`src/rtl/tokfrm_pkg.sv`:
```
package tokfrm_pkg;

   typedef enum logic {
      FRM_IDLE = 1'b0,
      FRM_BODY = 1'b1
   } frm_state_e;

endpackage

```
`src/rtl/tokfrm_len_crc.sv`:
```
module tokfrm_len_crc #(
   parameter int               LEN_W = 11,
   parameter int               CRC_W = 4,
   parameter logic [CRC_W-1:0] POLY  = 4'h3
) (
   input  logic [LEN_W-1:0] len,
   output logic [CRC_W-1:0] crc
);

   logic [CRC_W-1:0] acc;
   logic             fb;

   // serial CRC unrolled over the length bits, most significant bit first
   always_comb begin
      acc = '0;
      fb  = 1'b0;
      for (int i = LEN_W - 1; i >= 0; i--) begin
         fb  = acc[CRC_W-1] ^ len[i];
         acc = {acc[CRC_W-2:0], 1'b0};
         if (fb) acc = acc ^ POLY;
      end
      crc = acc;
   end

endmodule

```
`src/rtl/tokfrm_pack.sv`:
```
module tokfrm_pack #(
   parameter int LEN_W   = 11,
   parameter int SEQ_W   = 12,
   parameter int CRC_W   = 4,
   parameter int START_W = 4,
   parameter int BUS_W   = 32
) (
   input  logic [LEN_W-1:0]   len,
   input  logic [CRC_W-1:0]   crc,
   input  logic [SEQ_W-1:0]   seq,
   input  logic [START_W-1:0] start,
   output logic [BUS_W-1:0]   tok
);

   logic par;

   assign par = ^{len, crc};

   // lane 0: bits 3..0 start code, bits 7..4 carry length bits 7..10
   // lane 1: bit 7 crc[3], bits 6..0 carry length bits 0..6
   // lane 2: bits 7..4 seq[11:8], bit 3 parity, bits 2..0 carry crc bits 0..2
   // lane 3: seq[7:0]
   always_comb begin
      tok = '0;
      tok[START_W-1:0] = start;
      for (int j = 0; j < 4; j++) tok[7 - j] = len[7 + j];
      tok[15] = crc[3];
      for (int j = 0; j < 7; j++) tok[14 - j] = len[j];
      tok[23:20] = seq[11:8];
      tok[19]    = par;
      for (int j = 0; j < 3; j++) tok[18 - j] = crc[j];
      tok[31:24] = seq[7:0];
   end

endmodule

```
`src/rtl/tokfrm_blkpos.sv`:
```
module tokfrm_blkpos #(
   parameter int BLOCK_SYMS = 16
) (
   input  logic clk,
   input  logic rst_n,
   output logic first
);

   localparam int               CNT_W = (BLOCK_SYMS > 2) ? $clog2(BLOCK_SYMS) : 1;
   localparam logic [CNT_W-1:0] LAST  = CNT_W'(BLOCK_SYMS - 1);

   logic [CNT_W-1:0] cnt;

   always_ff @(posedge clk) begin
      if (!rst_n) begin
         cnt   <= '0;
         first <= 1'b0;
      end else begin
         first <= (cnt == '0);
         cnt   <= (cnt == LAST) ? '0 : cnt + CNT_W'(1);
      end
   end

   assert_first_spacing_R10: assert property (@(posedge clk) disable iff (!rst_n)
      first |=> !first);

endmodule

```
`src/rtl/pkt_frame_tok.sv`:
```
module pkt_frame_tok
   import tokfrm_pkg::*;
#(
   parameter int                 LANES      = 4,
   parameter int                 SYM_W      = 8,
   parameter int                 LEN_W      = 11,
   parameter int                 SEQ_W      = 12,
   parameter int                 CRC_W      = 4,
   parameter logic [CRC_W-1:0]   CRC_POLY   = 4'h3,
   parameter int                 START_W    = 4,
   parameter logic [START_W-1:0] START_CODE = 4'hF,
   parameter logic [SYM_W-1:0]   IDLE_SYM   = 8'h00,
   parameter int                 BLOCK_SYMS = 16
) (
   input  logic                   clk,
   input  logic                   rst_n,
   input  logic                   in_valid,
   input  logic                   in_sop,
   input  logic [LEN_W-1:0]       in_len,
   input  logic [SEQ_W-1:0]       in_seq,
   input  logic [LANES*SYM_W-1:0] in_dw,
   output logic                   in_ready,
   output logic [LANES*SYM_W-1:0] out_sym,
   output logic                   out_tok,
   output logic                   out_blk_first
);

   localparam int                 BUS_W    = LANES * SYM_W;
   localparam logic [BUS_W-1:0]   IDLE_BUS = {LANES{IDLE_SYM}};

   // the token layout is tied to four byte lanes and fixed field widths
   if (LANES != 4 || SYM_W != 8 || LEN_W != 11 || SEQ_W != 12 ||
       CRC_W != 4 || START_W != 4) begin : g_bad_layout
      $error("pkt_frame_tok: token layout needs 4 lanes of 8 bits and 11/12/4/4-bit fields");
   end
   if (BLOCK_SYMS < 2) begin : g_bad_block
      $error("pkt_frame_tok: BLOCK_SYMS must be at least 2");
   end

   frm_state_e       st;
   logic [LEN_W-1:0] rem;
   logic [LEN_W-1:0] tok_len;
   logic [CRC_W-1:0] tok_crc;
   logic [BUS_W-1:0] tok_bus;
   logic             launch;
   logic             take;

   assign in_ready = (st == FRM_BODY);
   assign launch   = (st == FRM_IDLE) && in_valid && in_sop;
   assign take     = in_ready && in_valid;
   assign tok_len  = in_len + LEN_W'(1);

   tokfrm_len_crc #(
      .LEN_W (LEN_W),
      .CRC_W (CRC_W),
      .POLY  (CRC_POLY)
   ) u_crc (
      .len (tok_len),
      .crc (tok_crc)
   );

   tokfrm_pack #(
      .LEN_W   (LEN_W),
      .SEQ_W   (SEQ_W),
      .CRC_W   (CRC_W),
      .START_W (START_W),
      .BUS_W   (BUS_W)
   ) u_pack (
      .len   (tok_len),
      .crc   (tok_crc),
      .seq   (in_seq),
      .start (START_CODE),
      .tok   (tok_bus)
   );

   tokfrm_blkpos #(
      .BLOCK_SYMS (BLOCK_SYMS)
   ) u_blkpos (
      .clk   (clk),
      .rst_n (rst_n),
      .first (out_blk_first)
   );

   always_ff @(posedge clk) begin
      if (!rst_n) begin
         st      <= FRM_IDLE;
         rem     <= '0;
         out_sym <= IDLE_BUS;
         out_tok <= 1'b0;
      end else begin
         out_tok <= launch;
         if (launch) begin
            out_sym <= tok_bus;
            rem     <= in_len;
            st      <= FRM_BODY;
         end else if (take) begin
            out_sym <= in_dw;
            rem     <= rem - LEN_W'(1);
            if (rem == LEN_W'(1)) st <= FRM_IDLE;
         end else begin
            out_sym <= IDLE_BUS;
         end
      end
   end

   assert_len_nonzero_R7: assert property (@(posedge clk) disable iff (!rst_n)
      launch |-> (in_len != '0));

   assert_tok_start_R2: assert property (@(posedge clk) disable iff (!rst_n)
      out_tok |-> (out_sym[START_W-1:0] == START_CODE));

   assert_tok_parity_R5: assert property (@(posedge clk) disable iff (!rst_n)
      out_tok |-> ((^out_sym[7:4] ^ ^out_sym[15:8] ^ ^out_sym[19:16]) == 1'b0));

   assert_tok_opens_body_R7: assert property (@(posedge clk) disable iff (!rst_n)
      out_tok |-> in_ready);

   assert_tok_single_R2: assert property (@(posedge clk) disable iff (!rst_n)
      out_tok |=> !out_tok);

   assert_body_count_R7: assert property (@(posedge clk) disable iff (!rst_n)
      in_ready |-> (rem != '0));

endmodule

```
`config.mk`:
```
export PLATFORM = sky130hd
export DESIGN_NAME = pkt_frame_tok
export DESIGN_NICKNAME = d
export VERILOG_FILES = /design/src/rtl/tokfrm_pkg.sv /design/src/rtl/tokfrm_len_crc.sv /design/src/rtl/tokfrm_pack.sv /design/src/rtl/tokfrm_blkpos.sv /design/src/rtl/pkt_frame_tok.sv
export SDC_FILE = /design/constraint.sdc
export NUM_CORES = 1
export LEC_CHECK = 0
export ABC_AREA = 1
export BUFFER_PORTS_ARGS = -buffer_cell sky130_fd_sc_hd__buf_4
export CORE_ASPECT_RATIO = 1.5
export CORE_MARGIN = 5
export CORE_UTILIZATION = 49
export CTS_CLUSTER_DIAMETER = 120
export CTS_CLUSTER_SIZE = 40
export DETAILED_ROUTE_END_ITERATION = 6
export PLACE_DENSITY = 0.91
export SETUP_SLACK_MARGIN = 0.1
export SLEW_MARGIN = 30
export SYNTH_ARGS = -nofsm -noshare
export SYNTH_HDL_FRONTEND = slang
export SYNTH_SLANG_ARGS = --single-unit
```
`constraint.sdc`:
```
create_clock -name clk -period 5.3 [get_ports clk]
set_input_delay 1.325 -clock clk [delete_from_list [all_inputs] [get_ports clk]]
set_output_delay 1.325 -clock clk [all_outputs]
set_load 0.02 [all_outputs]
```
==> out/metrics.yaml, run 1 <==
clock_network:
  cts_tree: "yes"
  cts_resized: 0
  cts_buffer_depth: 2
  cts_setup_buffers: 0
  htreeDepth: 2
  clock-sinks: 50
  cts_buffers: 5
  path_clk_slew_ns: 0.09
  hold_buffers: 0
  clk-insertion-delay-late_ns: 0.31
  ctsRootBufferMaster: "clkbuf_8"
floorplanning:
  coreArea_um2: 5165
  fp.dieArea_um2: 6899
  start_util_pct: 50.39
  ios: 94
  fp.dieH_um: 99.26
  num_rows: 32
  die_x_um: 69.51
pwr:
  power_leakage_nw: 1.803
  p_switching_w: 0.0003118
  power_density_nw_per_um2: 281.8
  peakVddDrop_uv: 192.1
  p_total_w: 0.0009785
  cell_internal_pwr_w: 0.0006667
  sequentialPowerShare_pct: 44.1
  switching_share_pct: 31.87
  pwr-share-comb_pct: 27.9
  pwr-share-clk_pct: 28.0
run:
  maxCapViolCount: 0
global_route:
  grt_max_degree: 32
  antenna_found_initial: 0
  grt_usage_pct: 20.77
  overflow: 0
  grt_first_pass_wirelength_um: 11920
  grt_pass1_vias: 2704
synth:
  synthTopCellsByArea: "dfxtp_1 (38%), nand2_1 (17%), nand3_1 (6.7%), inv_1 (5.3%), o21ai_0 (4.8%)"
  syn-cell-area_um2: 2602
  avgSynthCellArea_um2: 7.053
  synth-seq-area-share_pct: 38.46
  synth_cell_types: 28
  synth_top_cell_area_share_pct: 38.46
  syn_inst: 369
  ys_warn_count: 0
  synth_top_area_cell: "dfxtp_1"
  syn_nets: 433
  synth_seq_cells: 50
setup_path:
  endpoint_kind: "register"
  crit_path_start_kind: "primary input"
  cp.arrival_ns: 3.34
  required_ns: 5.53
  worstSetupPathType: "in -> reg"
  path_max_fanout: 19
sta:
  layout_min_cycle_time_ns: 3.114
  worst_pin_slew_ns: 0.7869
  fmax_mhz: 321.1
  clock_skew_ns: 0.008111
  rsz0062_at_grt: "no"
  slew_headroom_pct: 47.34
  setup_viol: 0
  finalCritPeriodShare_pct: 58.76
  fin_ws_ns: 2.186
  slew_violations: 0
  hold_viol_final: 0
  timing.setup.tns_ns: 0
detailed_routing:
  vias: 2756
  final_antenna_net_count: 0
  drt_iter0_drc: 119
  drc_errors: 0
  viasPerCell: 5.200
  postRouteWirelength_um: 7229
  dr.pass1.iters: 4
  wl_per_cell_um: 13.64
worst_hold_path:
  hp-class: "reg -> reg"
placed_design:
  dp_slack_ns: 1.863
  port_buffers: 93
  place_congestion: 0.8879
  dpl-instance-area_um2: 3359
  placedCellCount: 522
  hpwlAfterDp_um: 5743
outcome:
  status: "finished clean"
final_layout:
  drive_above_1_share_pct: 26.41
  final_nets: 525
  final_cells: 530
  area_growth_pct: 33.41
  post-route-cell-area_um2: 3472
  antenna_cells: 0
==> layout make-up <==
class	instances	area (µm²)
Fill cell	442	1693
Multi-Input combinational cell	274	1436
Sequential cell	50	1001
Timing Repair Buffer	93	698.2
Inverter	37	138.9
Tap cell	68	85.08
Clock buffer	5	68.82
Clock inverter	3	43.79
==> worst max-delay path, cell delays in order <==
cell,delay [ns]
buf_4,0.09
nand2_1,0.07
nor2_2,0.28
inv_1,0.28
nor2_2,0.64
inv_1,0.42
o21ai_0,0.25
==> Yosys cell counts <==
library cell / instances
nor2_1: 21
nor4_1: 1
inv_1: 37
buf_4: 1
nor2_2: 4
o311ai_0: 1
clkbuf_1: 7
and3b_1: 1
xor2_2: 2
or2_1: 1
nor3_1: 1
o21ai_0: 25
nand3_1: 35
nand2_2: 7
ha_1: 5
o21a_1: 1
o22ai_1: 1
nand3b_1: 1
xor2_1: 8
nand2_1: 117
xnor2_1: 3
nor2_4: 2
a22o_1: 13
a21oi_1: 14
dfxtp_1: 50
a211oi_1: 2
o211ai_1: 3
nand3_2: 5
==> metal layers <==
| layer | up-vias | routed length, µm | global-route usage (%) |
|---|---|---|---|
| met1 | 1230 | 2712 | 20.90 |
| met4 | 0 | 214 | 8.872 |
| li1 | 1382 | - | - |
| met3 | 20 | 564 | 5.865 |
| met5 | - | 0 | 0 |
| met2 | 124 | 3739 | 39.34 |
==> cell families (layout without fill, tap and decap cells) <==
logic type,Yosys count,after routing,share of synthesized area (%)
AND/OR/NAND/NOR,196,196,33.37
AO/OA/AOI/OAI,60,60,14.18
flip-flops,50,50,38.46
buffers and inverters,45,138,6.635
XOR/XNOR,13,13,4.952
adder cells (fa/ha/maj),5,5,2.404
==> power groups by stage <==
stage	combinational (W)	sequential, W	clock (W)
after global placement	0.000263	0.000438	0
after detailed placement	0.000271	0.000439	0
after CTS	0.000273	0.000431	0.000275
final	0.000273	0.000431	0.000274
after global routing	0.000307	0.000436	0.000293
after floorplan	0.000154	0.000455	0
==> registers in the layout (all words and copies together), names as in the netlist <==
register and flops:
out_sym 32, rem 11, u_blkpos.cnt 4, in_ready 1, out_tok 1, u_blkpos.first 1
==> final timing paths <==
path | start | to | slack, ns | depth (start not counted)
min | u_blkpos.cnt[0] | u_blkpos.cnt[0] | 0.47 | 1
max | in_valid | out_sym[8] | 2.19 | 7
min reg2reg | u_blkpos.cnt[0] | u_blkpos.cnt[0] | 0.47 | 1
max reg2reg | in_ready | out_sym[8] | 2.96 | 5
==> per-stage QoR <==
| step | hold WS, ns | utilization, % |
|---|---|---|
| 6_report | 0.4715 | 67.22 |
| 5_1_grt | 0.4972 | 67.22 |
| 4_1_cts | 0.4719 | 67.22 |
| 3_5_place_dp | 0.4494 | 65.04 |
| 3_3_place_gp | 0.4398 | 64.95 |
| 2_1_floorplan | 0.4296 | - |
==> cell usage in the layout, fill, tap and decap left out <==
master / count
nor2_1: 20
inv_6: 1
nor3_1: 1
nand2_1: 117
buf_4: 93
nand3_1: 35
nor2_4: 3
ha_1: 5
nand3b_1: 1
nor4_1: 1
and3b_1: 1
xor2_1: 8
nand2_2: 7
o21a_1: 1
or2_1: 1
inv_1: 37
a211oi_1: 2
clkbuf_8: 5
a22o_1: 13
o311ai_0: 1
xor2_2: 2
nand3_2: 5
o211ai_1: 3
nor2_2: 4
o21ai_0: 25
o22ai_1: 1
bufinv_16: 1
dfxtp_1: 50
a21oi_1: 14
xnor2_1: 3
clkinv_2: 1
Power figures use the tool's default switching activity.
==> inputs of run 2 (changes only) <==
Settings changed: ABC_AREA 1 to 0, CORE_UTILIZATION 49 to 45, PLACE_DENSITY 0.91 to 0.89.
Clock period 5.3 ns to 2.5 ns, I/O delays scaled along.
==> run 2 against run 1 <==
Effect of this change:
- clock power is 74% higher
- critical path type unchanged
- worst setup slack worse by 1.8 ns
- highest routed layer unchanged
- largest cell class unchanged
- global-route usage is 2.4 points lower
==> out/metrics.yaml, run 2 <==
outcome:
  status: "finished clean"
detailed_routing:
  wl_per_cell_um: 15.43
  final_antenna_net_count: 0
  dr.pass1.iters: 4
  viasPerCell: 5.294
  drt_iter0_drc: 122
  vias: 2308
  drc_errors: 0
  postRouteWirelength_um: 6727
sta:
  worst_pin_slew_ns: 0.7162
  slew_headroom_pct: 52.14
  setup_viol: 0
  whs_ns: 0.4801
  finalCritPeriodShare_pct: 86.12
  slew_violations: 0
  layout_min_cycle_time_ns: 2.153
  timing.setup.tns_ns: 0
  clock_skew_ns: 0.002179
  hold_viol_final: 0
  rsz0062_at_grt: "no"
  fmax_mhz: 464.5
synth:
  synth_async_sr_flop_share_pct: 0
  synth_top_area_cell: "dfxtp_1"
  synthMuxAreaShare_pct: 0.7756
  synth_top_family_by_area: "compound AO/OA/AOI/OAI gates"
  synth_flop_cell: "dfxtp_1"
  synth-simple-area-share_pct: 17.79
  synth_cell_types: 53
  synthAdderAreaFrac_pct: 2.424
  synth_edf_count: 0
  synth_seq_cells: 50
  synth_top_cell_area_share_pct: 38.78
  synthTopCellsByArea: "dfxtp_1 (39%), xnor2_1 (8.5%), nand2_1 (5.4%), a22o_1 (4.8%), xor2_1 (3.4%)"
  synth-seq-area-share_pct: 38.78
  yosysMostFrequentCell: "dfxtp_1"
  avgSynthCellArea_um2: 9.285
  synth-compound-area-share_pct: 19.44
  ys_warn_count: 0
  syn-cell-area_um2: 2581
  synth_xor_area_share_pct: 14.64
  synth.cells.most_frequent: "dfxtp_1 (50), nand2_1 (37), xnor2_1 (25), o21ai_0 (15), a22o_1 (14)"
  syn_nets: 342
  syn_inst: 278
final_layout:
  area_growth_pct: 31.12
  top_register: "out_sym"
  drive_above_1_share_pct: 33.06
  reg_top3: "out_sym: 32 flops, rem: 11 flops, u_blkpos.cnt: 4 flops"
  final_cell_mix: "buf_4 (99), dfxtp_1 (50), nand2_1 (37), xnor2_1 (25), o21ai_0 (15)"
  layout.cells.most_common: "buf_4"
  finish.utilization_pct: 61.17
  final_nets: 429
  largest_reg_flops: 32
  antenna_cells: 0
  fillCellCount: 492
clock_network:
  hold_buffers: 0
  htreeDepth: 2
  clk-insertion-delay-late_ns: 0.30
  cts_resized: 0
  ctsRootBufferMaster: "clkbuf_8"
  cts_tree: "yes"
  cts_buffer_depth: 2
  clock-sinks: 50
  path_clk_slew_ns: 0.09
  cts_setup_buffers: 0
  cts_buffers: 5
placed_design:
  place_congestion: 0.8795
  hpwlAfterDp_um: 5162
  port_buffers: 93
setup_path:
  endpoint_kind: "register"
  required_ns: 2.70
  r2r_setup_slack_ns: 0.83
  cp.arrival_ns: 2.35
  rr_worst_depth: 5
  worstSetupPathType: "in -> reg"
  crit_path_start_kind: "primary input"
  path_max_fanout: 7
pwr:
  p_switching_w: 0.0005498
  pwr-share-clk_pct: 25.9
  sequentialPowerShare_pct: 47.6
  power_leakage_nw: 1.462
  pwr-share-comb_pct: 26.5
  p_total_w: 0.001838
  peakVddDrop_uv: 273.2
  power_density_nw_per_um2: 543.0
  switching_share_pct: 29.92
  cell_internal_pwr_w: 0.001288
run:
  maxCapViolCount: 0
floorplanning:
  fp.dieArea_um2: 7382
  num_rows: 33
  start_util_pct: 46.65
  ios: 94
  coreArea_um2: 5533
  die_x_um: 71.84
  fp.dieH_um: 102.8
global_route:
  grt_pass1_vias: 2231
  grt_usage_pct: 18.32
  overflow: 0
  grt_first_pass_wirelength_um: 10570
  grt_max_degree: 33
  antenna_found_initial: 0
worst_hold_path:
  holdPathStages: 1
  hp-class: "reg -> reg"
run 2: cell count changes in the layout (fill, tap and decap cells not counted), moves of 6 or more:
| cell | previous run | this run |
|---|---|---|
| xnor2_1 | 3 | 25 |
| buf_4 | 93 | 99 |
| nand2_2 | 7 | 0 |
| nand2_1 | 117 | 37 |
| o21ai_0 | 25 | 15 |
| nand3_1 | 35 | 7 |
| nor2_1 | 20 | 12 |
| a211oi_1 | 2 | 8 |
| inv_1 | 37 | 9 |
| a21oi_1 | 14 | 6 |
run 2: path summary, 6_finish.rpt:
path	startpoint	endpoint
worst max register to register	in_ready	rem[10]
worst min-delay path	u_blkpos.cnt[3]	u_blkpos.first
worst min register to register	u_blkpos.cnt[3]	u_blkpos.first
worst max-delay path	in_len[1]	out_sym[15]
run 2: kinds of logic (layout without fill, tap and decap cells):
group                    Yosys count  after routing
multiplexers                       2              2
XOR/XNOR                          39             39
flip-flops                        50             50
adder cells (fa/ha/maj)            5              5
AND/OR/NAND/NOR                   90             90
AO/OA/AOI/OAI                     64             64
buffers and inverters             28            116
run 2: layout make-up:
class                           count  area [µm²]  share of cell area (%)
Multi-Input combinational cell    200        1429                   42.22
Tap cell                           70       87.58                   2.588
Inverter                            9       33.78                  0.9982
Sequential cell                    50        1001                   29.57
Clock inverter                      3       21.27                  0.6285
Clock buffer                        5       68.82                   2.033
Timing Repair Buffer               99       743.2                   21.96
run 2: stage by stage:
stage                     std cells  worst slack [ns]  cell area [µm²]
after detailed placement        428           0.03700             3294
after floorplan                 278            0.2599             2581
final                           436            0.3471             3385
after global routing            436            0.2358             3385
after CTS                       436            0.3621             3385
after global placement          428            0.1281             3289
run 2: layer usage:
metal	wire (µm)	share of wire [%]	vias up	track usage (%)
li1	-	-	1142	-
met1	2422	36	1056	18.48
met2	3625	54	89	35.55
met3	472	7.0	21	4.000
met4	206	3.1	0	7.815
met5	0	0	-	0
run 2: critical path, cell delays in order:
cell     delay, ns
buf_4         0.13
ha_1          0.21
and4_4        0.26
and4_4        0.25
mux2i_1       0.22
xnor3_1       0.26
xor2_1        0.19
xnor2_1       0.14
o21ai_1       0.08
run 2: power groups by stage:
| stage | Clock (W) | Combinational [W] | Sequential [W] |
|---|---|---|---|
| CTS | 0.000484 | 0.000490 | 0.000874 |
| detailed placement | 0 | 0.000487 | 0.000893 |
| floorplan | 0 | 0.000285 | 0.000926 |
| global placement | 0 | 0.000472 | 0.000891 |
| finish | 0.000476 | 0.000487 | 0.000875 |
| global route | 0.000521 | 0.000525 | 0.000881 |
